`config.mk`:
```
export PLATFORM = sky130hd
export DESIGN_NAME = mpc_err_track
export DESIGN_NICKNAME = d
export VERILOG_FILES = /design/src/rtl/mpc_err_track.sv
export SDC_FILE = /design/constraint.sdc
export NUM_CORES = 1
export LEC_CHECK = 0
export BUFFER_PORTS_ARGS = -buffer_cell sky130_fd_sc_hd__buf_2
export CAP_MARGIN = 20
export CORE_MARGIN = 2
export CORE_UTILIZATION = 36
export DETAILED_ROUTE_END_ITERATION = 10
export HOLD_SLACK_MARGIN = 0.02
export PLACE_DENSITY = 0.87
export SLEW_MARGIN = 15
export SYNTH_ARGS = -nofsm -noshare
export SYNTH_HDL_FRONTEND = slang
export SYNTH_SLANG_ARGS = --single-unit
```
`constraint.sdc`:
```
create_clock -name clk -period 3.97 [get_ports clk]
set_clock_uncertainty 0.15 [all_clocks]
set_input_delay 0.397 -clock clk [delete_from_list [all_inputs] [get_ports clk]]
set_output_delay 0.397 -clock clk [all_outputs]
set_load 0.01 [all_outputs]
```
`src/rtl/mpc_err_track.sv`:
```
module mpc_err_track #(
    parameter int DATA_W = 64,
    parameter int ERR_W  = 8
) (
    input  logic              clk,
    input  logic              rst,
    input  logic              chk_valid,
    input  logic [DATA_W-1:0] got,
    input  logic [DATA_W-1:0] want,
    output logic [ERR_W-1:0]  err_count,
    output logic              test_fail
);
    localparam logic [ERR_W-1:0] ERR_MAX = '1;

    logic mismatch;
    assign mismatch = chk_valid && (got != want);

    always_ff @(posedge clk) begin
        if (rst) begin
            err_count <= '0;
            test_fail <= 1'b0;
        end else if (mismatch) begin
            test_fail <= 1'b1;
            if (err_count != ERR_MAX) begin
                err_count <= err_count + 1'b1;
            end
        end
    end


    fail_sticky_chk: assert property (@(posedge clk) disable iff (rst)
        test_fail |=> test_fail);


    err_monotonic_chk: assert property (@(posedge clk) disable iff (rst)
        1'b1 |=> err_count >= $past(err_count));


    err_quiet_chk: assert property (@(posedge clk) disable iff (rst)
        !chk_valid |=> $stable(err_count));
endmodule

```
Yosys cells after proc, flatten, opt, wreduce, memory -nomap -nowiden:

Index checks and enable logic that the tools add are counted.

* flip-flop bits (word level): 9
* bits of input ports: 131
* output and inout port bits: 9
* word-level logic and storage cells: 7

* add/subtract/negate cells: 1
* equality and inequality tests: 2
* reductions and logical operators: 2

Operators by type and width (number)
* $ne 64x64->1: 1
* $add 8x1->8 const B: 1
* $ne 8x8->1 const B: 1
* $reduce_and 2->1: 1
* $logic_and 1x1->1: 1

Logic depth before layout (Yosys ltp):

Gate-level depths: netlist of run 1.

* depth in word-level cells: 3
* depth in mapped cells: 7
* mapped depth without buffers: 7

Worst setup path after synthesis of run 1:

No wires, ideal clock.

* path type: input to register
* start: input port want[33]
* end: register err_count[4]
* setup time: 0.123 ns
* data arrival time: 1.841 ns
* required time: 3.697 ns
* slack: 1.856 ns
* stages on the path: 6
* buffers on the path: 0
* path through: xor2_1 nor4_1 nand4_1 nor4_4 nor3_1 mux2_1

* longest elaborated chain between the ends: 3

Ends and longest elaborated chain
* start: declaration: RTL line 9 `input logic [DATA_W-1:0] want,`
* $ne 64x64->1: RTL line 16 `assign mismatch = chk_valid && (got != want);`
* $logic_and 1x1->1: RTL line 16
* $reduce_and 2->1 (no line)
* end signal: assignment: RTL line 25 `err_count <= err_count + 1'b1;`
* end: declaration: RTL line 10 `output logic [ERR_W-1:0] err_count,`

Every way passes these cells.
A chain may end at the register's enable or synchronous reset.

Worst setup path after layout of run 1:

* start: input port want[12]
* end: register err_count[5]

The elaborated chain is that of the path after synthesis.

==> flow_summary.yaml, run 1 <==
sta:
  worst_pin_slew_ns: 0.504
  fmax_mhz: 457
  min_period_ns: 2.19
  rsz0062_at_grt: "false"
  hold_viol_final: 0
  tns_ns: 0
  setup_viol: 0
  slew_viol_final: 0
  whs_ns: 0.278
  finalCritPeriodShare: 0.551
  slew_headroom: 0.662
clock_network:
  cts_htree_levels: 1
  clockBufferDepth: 2
  cts_hold_buffers: 0
  cts_root_buffer: "clkbuf_4"
  cts_tree: "built"
  clk_pin_slew_ns: 0.07
  post_cts_buffers: 0
  post_cts_resized: 0
  numCtsBuffers: 3
  clock_sinks: 9
  clk_latency_ns: 0.27
synthesis:
  syn_area_per_cell_sq_um: 8.43
  synth_warnings: 0
  synthDistinctLibCells: 28
  seq_area_frac_synth: 0.154
  synth_nets: 271
  netlist_instances: 139
  synth_seq_cells: 9
  syn_area_sq_um: 1170
die:
  pin_count: 140
  die_area_sq_um: 3730
  coreArea_sq_um: 3080
  initial_core_util: 0.381
  rows: 20
  die_h_um: 61.1
  die_w_um: 61.1
power:
  ir_worst_vdd_mv: 0.0774
  p_leak_uw: 0.00106
  power_density_nw_per_um2: 160
  p_total_uw: 311
critical_path:
  slowest_delay_ns: 0.56
  worstSetupStartpointType: "primary input"
  reg2reg_depth: 5
  worst_ep_arrival_time_ns: 2.20
  crit_type: "in -> reg"
  cp_slowest_cell: "nor4_4"
  cp_data_required_time_ns: 3.98
  worstPathMaxFanout: 9
  cp-end-kind: "flop"
  worstPathCellList: "buf_2, xor2_1, nor4_1, nand4_1, nor4_4, nor3_1, mux2_1"
route:
  viasPerCell: 4.81
  first_pass_iters: 4
  remaining_drc_errors: 0
  drt_iter0_drc: 13
  wl_mm: 3.97
  avgRoutedWirePerCell_um: 12.2
  vias: 1562
  ant_nets: 0
layout:
  areaGrowthSynthToFinish_pct: 66.0
  fin_area_sq_um: 1950
  multi_input_area_sq_um: 977
  final_cell_mix: "buf_2 (139), xor2_1 (64), nor4_1 (16)"
  final_nets: 414
  num_antenna_cells: 0
  final_common_cell: "buf_2"
  regArea_sq_um: 180
  drive_above_1_share: 0.520
  fill_cells: 295
  final_util: 0.632
placed_design:
  dpl_cell_area_sq_um: 1920
  hpwl_mm: 3.63
  io_buffers: 139
  gp_congestion: 0.831
status:
  status: "completed"
min_path:
  whs_path_depth: 2
  worst_hold_path_type: "in -> reg"
global_route:
  first_global_vias: 1603
  grt_pass1_wl_mm: 5.98
  grt-ovfl-total: 0
  antenna_found_initial: 0
  grt_start_max_net_pins: 12
  track_usage: 0.214
run:
  drv_cap: 0
## per-stage QoR
step           setup slack, ns  std cells
2_1_floorplan             1.86        139
3_3_place_gp              1.46        321
3_5_place_dp              1.46        321
4_1_cts                   1.75        325
5_1_grt                   1.68        325
6_report                  1.78        325
## worst max-delay path: cells and delay by family
kind | cells | cell delay, ns
xor+xnor | 1 | 0.15
buf+inv | 1 | 0.10
mux | 1 | 0.33
simple gates | 4 | 1.21
## Yosys cell counts
library cell	instances	share of area
nand4_1	4	0.021
nor2_2	1	0.0053
nor4_4	1	0.018
xor2_1	64	0.48
nand2b_1	1	0.0053
or4b_2	1	0.0085
o311a_1	1	0.0085
o41ai_1	1	0.0075
a21oi_1	1	0.0043
nor3_1	2	0.0085
inv_1	3	0.0096
mux2i_1	1	0.0085
o311ai_0	1	0.0075
o221a_1	1	0.0096
nor3b_1	1	0.0064
nor4b_1	1	0.0075
o21bai_1	1	0.0064
nand3_1	4	0.017
and3_1	1	0.0053
nand2_1	7	0.022
nor2b_1	4	0.021
clkbuf_1	1	0.0032
ha_1	1	0.011
mux2_1	4	0.038
nor2_1	5	0.016
nor4_1	16	0.085
dfxtp_1	9	0.15
or2_2	1	0.0053
## per-layer routing
layer  vias to the layer above  GRT usage  part of all wire
li1                        775          -                 -
met1                       693      0.187              0.34
met2                        83      0.454              0.54
met3                        11     0.0525             0.094
met4                         0     0.0776             0.020
met5                         -          0                 0
## final cells by class
cell class / instances / area share
Multi-Input combinational cell: 126 / 0.502
Timing Repair Buffer: 139 / 0.358
Sequential cell: 9 / 0.0926
Tap cell: 44 / 0.0283
Clock buffer: 4 / 0.0135
Inverter: 3 / 0.00579
## flip-flops by register name, indices dropped and copies added (netlist names)
register,count
err_count,8
test_fail,1
## power by group
part           switching, uW  total [uW]  internal [uW]
Clock                   35.4        74.3           38.9
Combinational           60.2         141           80.5
Sequential              2.47        95.6           93.1
Total                   98.1         311            213
## worst paths after layout
kind / start / end / slack (ns)
max: want[12] / err_count[5] / 1.78
min: rst / test_fail / 0.28
max reg2reg: err_count[0] / err_count[7] / 2.10
min reg2reg: test_fail / test_fail / 0.31
## kinds of logic after synthesis
logic type      count (synthesis)  share of synthesized area
compound gates                  6                     0.0438
buf+inv                         4                     0.0128
xor+xnor                       64                      0.478
simple gates                   50                      0.254
fa+ha+maj                       1                     0.0107
mux                             5                     0.0470
flops                           9                      0.154
No activity file was read; power rests on OpenSTA's default activity.
==> run 2, diff against run 1 <==
--- a/config.mk
+++ b/config.mk
@@ -8,10 +8,10 @@
 export BUFFER_PORTS_ARGS = -buffer_cell sky130_fd_sc_hd__buf_2
 export CAP_MARGIN = 20
 export CORE_MARGIN = 2
-export CORE_UTILIZATION = 36
+export CORE_UTILIZATION = 30
 export DETAILED_ROUTE_END_ITERATION = 10
 export HOLD_SLACK_MARGIN = 0.02
-export PLACE_DENSITY = 0.87
+export PLACE_DENSITY = 0.77
 export SLEW_MARGIN = 15
 export SYNTH_ARGS = -nofsm -noshare
 export SYNTH_HDL_FRONTEND = slang
==> constraint.sdc (replaced) <==
create_clock -name clk -period 1.8 [get_ports clk]
set_clock_uncertainty 0.15 [all_clocks]
set_input_delay 0.18 -clock clk [delete_from_list [all_inputs] [get_ports clk]]
set_output_delay 0.18 -clock clk [all_outputs]
set_load 0.01 [all_outputs]
==> flow_summary.yaml, run 2 (synthesis results as in run 1) <==
sta:
  fmax_mhz: 552
  setup_viol: 3
  tns_ns: -0.0238
  finalCritPeriodShare: 1.01
  slew_viol_final: 0
  min_period_ns: 1.81
  hold_viol_final: 0
  worst_pin_slew_ns: 0.308
  rsz0062_at_grt: "true"
  slew_headroom: 0.792
  setup_slack_ns: -0.0112
layout:
  final_common_cell: "buf_2"
  regArea_sq_um: 183
  final_cell_mix: "buf_2 (133), xor2_1 (63), nor4_1 (13)"
  fill_cells: 346
  drive_above_1_share: 0.578
  areaGrowthSynthToFinish_pct: 81.8
  final_util: 0.573
  reg_top3: "err_count x8, test_fail x1"
  fin_area_sq_um: 2130
  multi_input_area_sq_um: 1030
  largest_register_ff_count: 8
  final_nets: 422
  final_cell_count_no_fill: 337
  largest_register: "err_count"
  num_antenna_cells: 0
route:
  drt_iter0_drc: 21
  avgRoutedWirePerCell_um: 12.1
  ant_nets: 0
  viasPerCell: 4.64
  first_pass_iters: 4
  wl_mm: 4.07
  remaining_drc_errors: 0
  vias: 1564
die:
  die_h_um: 66.5
  rows: 22
  die_w_um: 66.5
  coreArea_sq_um: 3720
  die_area_sq_um: 4420
  pin_count: 140
  initial_core_util: 0.315
power:
  clkPwrFrac: 0.300
  p_int_uw: 558
  power_density_nw_per_um2: 371
  seq_power_share: 0.267
  swShare: 0.294
  p_leak_uw: 0.00112
  ir_worst_vdd_mv: 0.186
  p_switching_uw: 233
  comb_power_share: 0.432
placed_design:
  gp_congestion: 0.833
  io_buffers: 139
  hpwl_mm: 3.35
  dpl_cell_area_sq_um: 1980
  post-place-ws_ns: -0.336
  place_inst: 332
clock_network:
  numCtsBuffers: 3
  clock_sinks: 9
  cts_tree: "built"
  clk_latency_ns: 0.24
  clk_pin_slew_ns: 0.05
  clockBufferDepth: 2
  cts_root_buffer: "clkbuf_8"
  cts_htree_levels: 1
run:
  drv_cap: 0
critical_path:
  cp_slowest_cell: "nor4_4"
  cp-end-kind: "flop"
  cp_data_required_time_ns: 1.77
  worst_ep_arrival_time_ns: 1.78
  worstSetupStartpointType: "primary input"
  critPathTopFamily: "simple AND/OR/NAND/NOR gates"
  cp_common_cell: "buf_6"
  slowest_delay_ns: 0.32
  worstPathCellList: "buf_6, xor2_2, nor4_2, nand4_1, nor4_4, buf_6, nor2_2, mux2_4"
  worstPathMaxFanout: 8
  worst-path-buf-inv: 2
  crit_type: "in -> reg"
global_route:
  grt_pass1_wl_mm: 5.75
  grt-ovfl-total: 0
  antenna_found_initial: 0
  track_usage: 0.166
  grt_start_max_net_pins: 12
  first_global_vias: 1494
status:
  failed_checks: "negative setup slack"
  status: "finished with violations"
min_path:
  worst_hold_path_type: "in -> reg"
run 2: worst register-to-register path, stage by stage (launching register included):
cell and delay, ns:
dfxtp_2 0.32, ha_2 0.19, nand3_2 0.08, nor2_2 0.05, or4b_2 0.65, o221a_1 0.21
run 2: metal layers:
metal,global-route usage,up-vias,routed length (um),part of all wire
met4,0.0663,0,77,0.019
met2,0.335,88,2160,0.53
met3,0.0372,9,371,0.091
met1,0.158,678,1460,0.36
met5,0,-,0,0
li1,-,789,-,-
run 2: repair_timing:
| action | CTS | global route |
|---|---|---|
| buffers inserted | 0 | 1 |
| endpoints found under the setup margin | 4 | 7 |
| pin swaps | 1 | 17 |
| gates resized for setup | 2 | 17 |
| endpoints found under the hold margin | 0 | 0 |
| hold buffers | 0 | 0 |
run 2: final timing paths:
kind	from	to	slack, ns	depth (start not counted)
worst max-delay path	got[0]	err_count[0]	-0.01	8
worst min-delay path	rst	test_fail	0.1	2
worst max register to register	err_count[0]	err_count[7]	0.05	5
worst min register to register	test_fail	test_fail	0.30	2
run 2: metrics by stage:
| stage | hold WS, ns | total power [uW] |
|---|---|---|
| 3_5_place_dp | 0.284 | 532 |
| 3_3_place_gp | 0.289 | 525 |
| 4_1_cts | 0.0978 | 779 |
| 2_1_floorplan | 0.231 | 339 |
| 6_report | 0.0966 | 790 |
| 5_1_grt | 0.122 | 835 |
run 2: area by class of cell:
cell class / instances / share of cell area
repair buffers: 147 / 0.374
flip-flops and latches: 9 / 0.0857
multi-input cells: 126 / 0.486
well taps: 48 / 0.0282
clock buffers: 4 / 0.0211
inverters: 3 / 0.00528
run 2: power by group through the flow:
stage	Clock, uW	Combinational [uW]	Sequential, uW
floorplan	0	121	218
global placement	0	311	214
detailed placement	0	318	214
CTS	245	324	211
global route	251	373	212
finish	237	342	211
